`config.mk`:
```
export PLATFORM = sky130hd
export DESIGN_NAME = txdesc_engine
export DESIGN_NICKNAME = d
export VERILOG_FILES = /design/src/rtl/txd_pkg.sv /design/src/rtl/txd_fifo.sv /design/src/rtl/txd_regs.sv /design/src/rtl/txd_ctrl.sv /design/src/rtl/txdesc_engine.sv
export SDC_FILE = /design/constraint.sdc
export NUM_CORES = 1
export LEC_CHECK = 0
export BUFFER_PORTS_ARGS = -buffer_cell sky130_fd_sc_hd__buf_4
export CAP_MARGIN = 20
export CORE_ASPECT_RATIO = 2
export CORE_MARGIN = 2
export CORE_UTILIZATION = 55
export CTS_CLUSTER_DIAMETER = 100
export DETAILED_ROUTE_END_ITERATION = 6
export GPL_TIMING_DRIVEN = 0
export PLACE_DENSITY = 0.75
export SLEW_MARGIN = 20
export SYNTH_ARGS = -nofsm -noshare
export SYNTH_HDL_FRONTEND = slang
export SYNTH_HIERARCHICAL = 1
export SYNTH_SLANG_ARGS = --single-unit
```
`constraint.sdc`:
```
create_clock -name clk -period 3.5 [get_ports clk]
set_clock_uncertainty 0.2 [all_clocks]
set_input_delay 0.525 -clock clk [delete_from_list [all_inputs] [get_ports clk]]
set_output_delay 0.525 -clock clk [all_outputs]
set_load 0.01 [all_outputs]
```
`src/rtl/txd_pkg.sv`:
```
package txd_pkg;

  localparam int LEN_W    = 13;
  localparam int TH_W     = 6;
  localparam int OK_IBIT  = 2;
  localparam int ERR_IBIT = 3;

  // Field order matches the status word bits 21:0.
  typedef struct packed {
    logic [TH_W-1:0]  th;
    logic             ok;
    logic             unr;
    logic             own;
    logic [LEN_W-1:0] len;
  } slot_st_t;

  function automatic logic [31:0] pack_status(input slot_st_t s);
    return {10'b0, s};
  endfunction

  // Buffered byte count that releases the stream.
  function automatic logic [15:0] eff_thresh(input logic [TH_W-1:0] th,
                                             input int unsigned depth);
    int unsigned t;
    t = {21'b0, th, 5'b0};
    if (t > depth) t = depth;
    if (t == 0) t = 1;
    return 16'(t);
  endfunction

endpackage

```
`src/rtl/txd_fifo.sv`:
```
module txd_fifo #(
  parameter int DEPTH = 64,
  parameter int W     = 8,
  localparam int PTR_W = $clog2(DEPTH),
  localparam int CNT_W = PTR_W + 1
) (
  input  logic             clk,
  input  logic             rst_n,
  input  logic             push,
  input  logic             pop,
  input  logic             flush,
  input  logic [W-1:0]     din,
  output logic [W-1:0]     dout,
  output logic [CNT_W-1:0] count,
  output logic             empty,
  output logic             full
);

  logic [W-1:0]     mem_q [DEPTH];
  logic [PTR_W-1:0] wp_q, rp_q;
  logic [CNT_W-1:0] cnt_q;

  assign count = cnt_q;
  assign empty = (cnt_q == '0);
  assign full  = (cnt_q == CNT_W'(DEPTH));
  assign dout  = mem_q[rp_q];

  always_ff @(posedge clk) begin
    if (push) mem_q[wp_q] <= din;
  end

  always_ff @(posedge clk or negedge rst_n) begin
    if (!rst_n) begin
      wp_q  <= '0;
      rp_q  <= '0;
      cnt_q <= '0;
    end else if (flush) begin
      wp_q  <= '0;
      rp_q  <= '0;
      cnt_q <= '0;
    end else begin
      if (push) wp_q <= wp_q + 1'b1;
      if (pop)  rp_q <= rp_q + 1'b1;
      case ({push, pop})
        2'b10:   cnt_q <= cnt_q + 1'b1;
        2'b01:   cnt_q <= cnt_q - 1'b1;
        default: cnt_q <= cnt_q;
      endcase
    end
  end

  // never write into a full buffer
  a_r3_no_overflow: assert property (@(posedge clk) disable iff (!rst_n)
    push |-> !full);
  // never read an empty buffer
  a_r8_no_underflow: assert property (@(posedge clk) disable iff (!rst_n)
    pop |-> !empty);

endmodule

```
`src/rtl/txd_regs.sv`:
```
module txd_regs
  import txd_pkg::*;
#(
  parameter int NSLOT = 4,
  parameter int AW    = 8,
  localparam int SB   = (NSLOT > 1) ? $clog2(NSLOT) : 1
) (
  input  logic                        clk,
  input  logic                        rst_n,
  input  logic                        reg_wr,
  input  logic [AW-1:0]               reg_addr,
  input  logic [31:0]                 reg_wdata,
  output logic [31:0]                 reg_rdata,
  output logic                        irq,
  input  logic                        lock,
  input  logic [SB-1:0]               lock_slot,
  input  logic                        ev_start,
  input  logic                        ev_fetched,
  input  logic                        ev_ok,
  input  logic                        ev_unr,
  output logic [NSLOT-1:0]            pend_o,
  output logic [NSLOT-1:0][LEN_W-1:0] len_o,
  output logic [NSLOT-1:0][TH_W-1:0]  th_o,
  output logic [NSLOT-1:0][31:0]      base_o
);

  localparam logic [AW-1:0] ST_BASE = AW'('h00);
  localparam logic [AW-1:0] AD_BASE = AW'('h10);
  localparam logic [AW-1:0] IR_ADDR = AW'('h20);
  localparam int HI = 2 + SB;

  logic          st_hit, ad_hit, ir_hit;
  logic [SB-1:0] idx;
  logic          unused_wbits;

  assign idx    = reg_addr[HI-1:2];
  assign st_hit = (reg_addr[AW-1:HI] == ST_BASE[AW-1:HI]) && (reg_addr[1:0] == 2'b00);
  assign ad_hit = (reg_addr[AW-1:HI] == AD_BASE[AW-1:HI]) && (reg_addr[1:0] == 2'b00);
  assign ir_hit = (reg_addr == IR_ADDR);
  assign unused_wbits = ^{reg_wdata[31:22], reg_wdata[15:13]};

  slot_st_t    st_w   [NSLOT];
  logic [31:0] base_w [NSLOT];

  for (genvar i = 0; i < NSLOT; i++) begin : g_slot
    slot_st_t    st_q;
    logic [31:0] base_q;
    logic        pend_q;
    logic        me, wr_me, blocked;

    assign me      = (lock_slot == SB'(i));
    assign wr_me   = reg_wr && st_hit && (idx == SB'(i));
    assign blocked = lock && me;

    always_ff @(posedge clk or negedge rst_n) begin
      if (!rst_n) begin
        st_q   <= '{th: '0, ok: 1'b0, unr: 1'b0, own: 1'b1, len: '0};
        pend_q <= 1'b0;
        base_q <= '0;
      end else begin
        if (reg_wr && ad_hit && (idx == SB'(i))) base_q <= reg_wdata;
        if (wr_me && !blocked) begin
          st_q.len <= reg_wdata[LEN_W-1:0];
          st_q.th  <= reg_wdata[16 +: TH_W];
          st_q.own <= 1'b0;
          st_q.unr <= 1'b0;
          st_q.ok  <= 1'b0;
          pend_q   <= 1'b1;
        end else if (me) begin
          if (ev_start)   pend_q   <= 1'b0;
          if (ev_fetched) st_q.own <= 1'b1;
          if (ev_ok)      st_q.ok  <= 1'b1;
          if (ev_unr)     st_q.unr <= 1'b1;
        end
      end
    end

    assign st_w[i]   = st_q;
    assign base_w[i] = base_q;
    assign pend_o[i] = pend_q;
    assign len_o[i]  = st_q.len;
    assign th_o[i]   = st_q.th;
    assign base_o[i] = base_q;

    // a write to the slot in service leaves its length untouched
    a_r10_locked: assert property (@(posedge clk) disable iff (!rst_n)
      (wr_me && blocked) |=> $stable(st_q.len));
  end

  // Sticky interrupt flags, write-one-to-clear.
  logic ok_irq_q, err_irq_q;
  logic clr_ok, clr_err;

  assign clr_ok  = reg_wr && ir_hit && reg_wdata[OK_IBIT];
  assign clr_err = reg_wr && ir_hit && reg_wdata[ERR_IBIT];

  always_ff @(posedge clk or negedge rst_n) begin
    if (!rst_n) begin
      ok_irq_q  <= 1'b0;
      err_irq_q <= 1'b0;
    end else begin
      ok_irq_q  <= ev_ok  | (ok_irq_q  & ~clr_ok);
      err_irq_q <= ev_unr | (err_irq_q & ~clr_err);
    end
  end

  assign irq = ok_irq_q | err_irq_q;

  always_comb begin
    reg_rdata = '0;
    if (st_hit)      reg_rdata = pack_status(st_w[idx]);
    else if (ad_hit) reg_rdata = base_w[idx];
    else if (ir_hit) begin
      reg_rdata[OK_IBIT]  = ok_irq_q;
      reg_rdata[ERR_IBIT] = err_irq_q;
    end
  end

  // good completion raises the OK flag
  a_r7_ok_irq: assert property (@(posedge clk) disable iff (!rst_n)
    ev_ok |=> ok_irq_q);
  // underrun raises the error flag
  a_r8_err_irq: assert property (@(posedge clk) disable iff (!rst_n)
    ev_unr |=> err_irq_q);

endmodule

```
`src/rtl/txd_ctrl.sv`:
```
module txd_ctrl
  import txd_pkg::*;
#(
  parameter int NSLOT = 4,
  parameter int DEPTH = 64,
  localparam int SB    = (NSLOT > 1) ? $clog2(NSLOT) : 1,
  localparam int CNT_W = $clog2(DEPTH) + 1
) (
  input  logic                        clk,
  input  logic                        rst_n,
  input  logic [NSLOT-1:0]            pend,
  input  logic [NSLOT-1:0][LEN_W-1:0] lens,
  input  logic [NSLOT-1:0][TH_W-1:0]  ths,
  input  logic [NSLOT-1:0][31:0]      bases,
  output logic                        mem_req,
  output logic [31:0]                 mem_addr,
  input  logic                        mem_gnt,
  input  logic [CNT_W-1:0]            fifo_cnt,
  input  logic                        fifo_empty,
  input  logic                        fifo_full,
  input  logic [7:0]                  fifo_dout,
  output logic                        fifo_push,
  output logic                        fifo_pop,
  output logic                        fifo_flush,
  output logic                        tx_valid,
  output logic [7:0]                  tx_data,
  output logic                        tx_last,
  input  logic                        tx_ready,
  output logic                        lock,
  output logic [SB-1:0]               act_slot,
  output logic                        ev_start,
  output logic                        ev_fetched,
  output logic                        ev_ok,
  output logic                        ev_unr
);

  logic             busy_q, stream_q;
  logic [SB-1:0]    cur_q, cur_nx;
  logic [31:0]      base_q;
  logic [LEN_W-1:0] len_q, fetched_q, sent_q;
  logic [15:0]      eth_q;
  logic             all_fetched, zero_len, start_ok;

  assign cur_nx      = (cur_q == SB'(NSLOT - 1)) ? '0 : cur_q + 1'b1;
  assign all_fetched = (fetched_q == len_q);
  assign zero_len    = busy_q && (len_q == '0);

  assign ev_start = !busy_q && pend[cur_q];
  assign lock     = busy_q || pend[cur_q];
  assign act_slot = cur_q;

  assign mem_req    = busy_q && !all_fetched && !fifo_full;
  assign mem_addr   = base_q + 32'(fetched_q);
  assign fifo_push  = mem_req && mem_gnt;
  assign ev_fetched = (fifo_push && (fetched_q + 1'b1 == len_q)) || zero_len;

  assign tx_valid = busy_q && stream_q && !fifo_empty;
  assign tx_data  = fifo_dout;
  assign tx_last  = tx_valid && (sent_q + 1'b1 == len_q);
  assign fifo_pop = tx_valid && tx_ready;

  assign ev_ok      = (fifo_pop && tx_last) || zero_len;
  assign ev_unr     = busy_q && stream_q && tx_ready && fifo_empty && (sent_q != len_q);
  assign fifo_flush = ev_unr;

  assign start_ok = (16'(fifo_cnt) >= eth_q) || all_fetched;

  always_ff @(posedge clk or negedge rst_n) begin
    if (!rst_n) begin
      busy_q    <= 1'b0;
      stream_q  <= 1'b0;
      cur_q     <= '0;
      base_q    <= '0;
      len_q     <= '0;
      fetched_q <= '0;
      sent_q    <= '0;
      eth_q     <= 16'd1;
    end else if (!busy_q) begin
      if (pend[cur_q]) begin
        busy_q    <= 1'b1;
        stream_q  <= 1'b0;
        base_q    <= bases[cur_q];
        len_q     <= lens[cur_q];
        eth_q     <= eff_thresh(ths[cur_q], DEPTH);
        fetched_q <= '0;
        sent_q    <= '0;
      end else begin
        cur_q <= cur_nx;
      end
    end else begin
      if (fifo_push) fetched_q <= fetched_q + 1'b1;
      if (fifo_pop)  sent_q    <= sent_q + 1'b1;
      if (!stream_q && start_ok) stream_q <= 1'b1;
      if (ev_ok || ev_unr) begin
        busy_q <= 1'b0;
        cur_q  <= cur_nx;
      end
    end
  end

  // an offered byte holds until taken
  a_r5_hold: assert property (@(posedge clk) disable iff (!rst_n)
    (tx_valid && !tx_ready) |=> (tx_valid && $stable(tx_data) && $stable(tx_last)));
  // streaming opens only at the threshold or on full fetch
  a_r4_threshold: assert property (@(posedge clk) disable iff (!rst_n)
    $rose(stream_q) |-> ((16'(fifo_cnt) >= eth_q) || all_fetched));
  // a frame ends one way only
  a_r7_one_outcome: assert property (@(posedge clk) disable iff (!rst_n)
    $onehot0({ev_ok, ev_unr}));
  // after a frame ends the engine returns to scanning
  a_r9_release: assert property (@(posedge clk) disable iff (!rst_n)
    (ev_ok || ev_unr) |=> !busy_q);

endmodule

```
`src/rtl/txdesc_engine.sv`:
```
module txdesc_engine
  import txd_pkg::*;
#(
  parameter int NSLOT      = 4,
  parameter int FIFO_DEPTH = 64
) (
  input  logic        clk,
  input  logic        rst_n,
  input  logic        reg_wr,
  input  logic [7:0]  reg_addr,
  input  logic [31:0] reg_wdata,
  output logic [31:0] reg_rdata,
  output logic        irq,
  output logic        mem_req,
  output logic [31:0] mem_addr,
  input  logic        mem_gnt,
  input  logic [7:0]  mem_rdata,
  output logic        tx_valid,
  output logic [7:0]  tx_data,
  output logic        tx_last,
  input  logic        tx_ready
);

  localparam int SB    = (NSLOT > 1) ? $clog2(NSLOT) : 1;
  localparam int CNT_W = $clog2(FIFO_DEPTH) + 1;

  logic [NSLOT-1:0]            pend;
  logic [NSLOT-1:0][LEN_W-1:0] lens;
  logic [NSLOT-1:0][TH_W-1:0]  ths;
  logic [NSLOT-1:0][31:0]      bases;
  logic                        lock, ev_start, ev_fetched, ev_ok, ev_unr;
  logic [SB-1:0]               act_slot;
  logic                        f_push, f_pop, f_flush, f_empty, f_full;
  logic [CNT_W-1:0]            f_cnt;
  logic [7:0]                  f_dout;

  txd_regs #(.NSLOT(NSLOT), .AW(8)) u_regs (
    .clk(clk), .rst_n(rst_n),
    .reg_wr(reg_wr), .reg_addr(reg_addr), .reg_wdata(reg_wdata),
    .reg_rdata(reg_rdata), .irq(irq),
    .lock(lock), .lock_slot(act_slot), .ev_start(ev_start),
    .ev_fetched(ev_fetched), .ev_ok(ev_ok), .ev_unr(ev_unr),
    .pend_o(pend), .len_o(lens), .th_o(ths), .base_o(bases)
  );

  txd_fifo #(.DEPTH(FIFO_DEPTH), .W(8)) u_fifo (
    .clk(clk), .rst_n(rst_n),
    .push(f_push), .pop(f_pop), .flush(f_flush), .din(mem_rdata),
    .dout(f_dout), .count(f_cnt), .empty(f_empty), .full(f_full)
  );

  txd_ctrl #(.NSLOT(NSLOT), .DEPTH(FIFO_DEPTH)) u_ctrl (
    .clk(clk), .rst_n(rst_n),
    .pend(pend), .lens(lens), .ths(ths), .bases(bases),
    .mem_req(mem_req), .mem_addr(mem_addr), .mem_gnt(mem_gnt),
    .fifo_cnt(f_cnt), .fifo_empty(f_empty), .fifo_full(f_full), .fifo_dout(f_dout),
    .fifo_push(f_push), .fifo_pop(f_pop), .fifo_flush(f_flush),
    .tx_valid(tx_valid), .tx_data(tx_data), .tx_last(tx_last), .tx_ready(tx_ready),
    .lock(lock), .act_slot(act_slot), .ev_start(ev_start),
    .ev_fetched(ev_fetched), .ev_ok(ev_ok), .ev_unr(ev_unr)
  );

endmodule

```
==> metrics.txt <==
I/O Pins 129; Site Rows 136; DIE AREA approximately 72000 sq um; Clock H-tree levels 3; Clock Latency Late Sink around 0.66 ns; DRT Wirelength between 100000 and 150000 um; worst r2r path cells 14; worst hold slack 0.241 ns; WP data required 2.77 ns; Final Hold Violating Endpoints 0; number of synthesized flops with an enable pin 512; Slew @ Worst Pin 1.09 ns; DR vias/cell 6.32; fraction of registers with async set/reset between 30% and 40%; critical path's slowest cell a2111o_1; Vias 23800; critical path type reg2out; clock buffer depth 3; Post-DP Area 40500 sq um; ratio of cells with drive above 1 in the final layout about 40%; register area share after synthesis 61.3%; CTS root buf clkbuf_16; RSZ-0062 raised after global routing yes; Congestion Overflow GR 0; vias in the first global route 25500; Worst VDD drop ~0.45 mV; critical path's top delay family compound AO/OA/AOI/OAI gates; router iterations before antenna repair 5; Initial Util 55.6%; worst hold stages 1; Final ANT Viol Nets 0; status finished with violations; FF-to-FF Start u_ctrl/len_q[10]; Hold Startpoint mem_rdata[4]; synthesized flop and latch total 835; input/output buffers 128; crit path max fanout 7; Rel. slew slack 27.2%; hold endpoint u_fifo/mem_q[41][4]; 1st-iter DRT viols 1933; pre-CTS setup slack -0.718 ns; overall power between 30 and 40 mW; CTS clock-pin slew for the worst setup and hold paths roughly 0.07 ns; GRT Total Usage approximately 31%; failing checks negative setup slack; cts bufs inserted 73; worst min-delay path class in2reg; first-pass GRT wire length 161000 um; CP startpoint kind flip-flop; Die Ht 377 um; Residual DRC 0; Yosys cell types 83; Ys Warns 6; TritonCTS clock tree done; Mean Syn Cell Area around 15 sq um; CP Capture Type primary output; syn nets 2591; Layout Nets 2894; Pleak 17.9 nW; Slew Viols, Final 0; Critical Path, Cell by Cell buf_6 -> ha_4 -> a21oi_2 -> o21ai_1 -> a21o_1 -> a2111o_1 -> o21ai_4 -> buf_12 -> buf_12 -> nor2_2 -> xor2_1 -> buf_4; Pwr Density 660 nW/um^2; PnR worst setup slack -0.388 ns; Setup Viol. Count Final 30; reg2reg end u_fifo/count[6]; fin area 45500 sq um; CP arrival 3.16 ns; final RePlAce weighted congestion 0.967; Synth Instances between 2000 and 3000; Post-DP HPWL 77000 um; delay of the slowest critical-path stage 0.42 ns; die width ~190 um; antenna violations before repair 1; Synth Flop Type edfxtp_1; clk sinks 835; R2R setup slack -0.19 ns; Core Area 68700 sq um; post-route minimum period 3.89 ns; area delta synth->final 19.0%; Max Fclk around 0.26 GHz; # fillers 4708; crit-path most repeated cell buf_12; Final Cycle Share 111%; largest net degree at the start of global routing 102; Max Cap Viol 0; CP Buf/Inv Count 4; Mapped Area approximately 38000 sq um; WL/cell ~29 um; final core utilization about two thirds
layout make-up:
type                       instances  area (sq um)  share of cell area (%)
buffer                           215          1660                    3.65
timing repair buffer             250          2250                    4.94
antenna                            1          2.50                 0.00550
clock buffer                      91          1980                    4.34
inverter                          20          78.8                   0.173
multi-input combinational       1422         14600                    32.0
sequential                       835         23500                    51.6
tap                              897          1120                    2.47
clock inverter                    35           385                   0.847
how the worst max path moves through the flow:
stage                   startpoint  slack (ns)  cells past startpoint                    endpoint
2_1_floorplan  u_ctrl/fetched_q[4]       0.003                     14             u_fifo/count[6]
5_1_grt        u_ctrl/fetched_q[6]       -0.45                     12                mem_addr[19]
3_5_place_dp       u_ctrl/len_q[6]       -0.72                     15             u_fifo/count[6]
3_3_place_gp                 rst_n       -1.19                      1  u_regs/g_slot[2].base_q[7]
4_1_cts        u_ctrl/fetched_q[0]       -0.45                     13                mem_addr[30]
6_report       u_ctrl/fetched_q[6]       -0.39                     12                mem_addr[15]
synthesized netlist by cell type, types with 16 or more instances:
cell type	count	share of area [%]
and2_1	19	0.31
nand2_1	202	2.0
a22o_1	27	0.62
nand2b_1	17	0.28
inv_1	20	0.20
ha_1	23	0.75
o21ai_0	35	0.46
buf_6	16	0.47
clkbuf_1	64	0.63
mux2_2	210	6.2
nand3_1	38	0.50
xor2_1	58	1.3
mux2i_1	86	2.3
xnor2_1	40	0.92
nor3_1	21	0.27
o22ai_1	28	0.46
nand4_1	23	0.38
nor2_1	160	1.6
buf_4	98	1.9
mux4_2	184	11
edfxtp_1	512	40
dfrtp_1	318	21
a21oi_1	40	0.52
buf_2	38	0.50
cells in the final DEF, fill, tap and decap left out, types with 10 or more instances in the layout:
cell           synthesis  layout
ha_1                  23      15
mux4_2               184     189
nand4_1               23      23
nand2b_1              17      13
dlygate4sd3_1          0      35
a22o_1                27      26
nor2_1               160      90
a21oi_1               40      32
clkbuf_1              64      49
o21ai_0               35      28
buf_12                 5      27
dfrtp_2                0      17
nand3_1               38      33
inv_1                 20      18
edfxtp_1             512     512
clkbuf_16              0      75
xor2_1                58      53
nor2b_1               14      13
clkbuf_2               1      17
buf_2                 38      23
and2_1                19      18
nor2_4                 0      30
buf_4                 98     275
nand2_1              202     199
o22ai_1               28      16
buf_6                 16      32
a221oi_2               1      12
nor2_2                 0      40
dfrtp_1              318     301
mux2_2               210     203
xnor2_1               40      32
a21o_1                10      10
mux2i_1               86      76
nor3_1                21      13
state kept, by name (all words and copies together) (netlist names), 12 cells and up:
signal and cells:
u_regs/th_o 24, u_regs/g_slot.st_q 12, u_regs/len_o 52, u_regs/g_slot.base_q 128
u_fifo/mem_q 512, u_ctrl/sent_q 13, u_ctrl/len_q 13, u_ctrl/base_q 32
u_ctrl/fetched_q 13
per-layer routing:
metal / track usage, % / routed length (um)
met1: 29.6 / 33000
met2: 56.8 / 59000
met3: 5.46 / 6000
met4: 27.3 / 11400
met5: 0 / 0
where the power goes:
group	leakage, nW	total, mW	switching (mW)	internal (mW)
logic	7.77	10.3	5.70	4.61
clock network	1.15	8.13	3.69	4.43
registers	8.97	11.6	0.579	11.0
kinds of logic (layout without fill, tap and decap cells):
kind of cell / after synthesis / in the layout / synth area share [%]
flip-flops: 835 / 835 / 61.3
buffers and inverters: 257 / 611 / 4.17
multiplexers: 493 / 493 / 19.9
XOR/XNOR: 98 / 98 / 2.24
other: 0 / 1 / 0
adder cells (fa/ha/maj): 24 / 24 / 0.805
AO/OA/AOI/OAI: 248 / 248 / 4.65
AND/OR/NAND/NOR: 559 / 559 / 6.85
stage by stage:
step	cells	setup TNS, ns
after global routing	3766	-12.30
after CTS	3735	-9.54
after global placement	3539	-559.96
final	3766	-7.99
after floorplan	2514	0
after detailed placement	3544	-223.97
repair_timing:
| item | CTS | global route |
|---|---|---|
| setup buffers | 43 | 40 |
| hold buffers | 35 | 0 |
| gates cloned | 2 | 0 |
| endpoints found under the hold margin | 267 | 0 |
| gates resized for setup | 292 | 138 |
| pin swaps | 60 | 58 |
| endpoints found under the setup margin | 601 | 509 |
(Power assumes the default switching activity.)
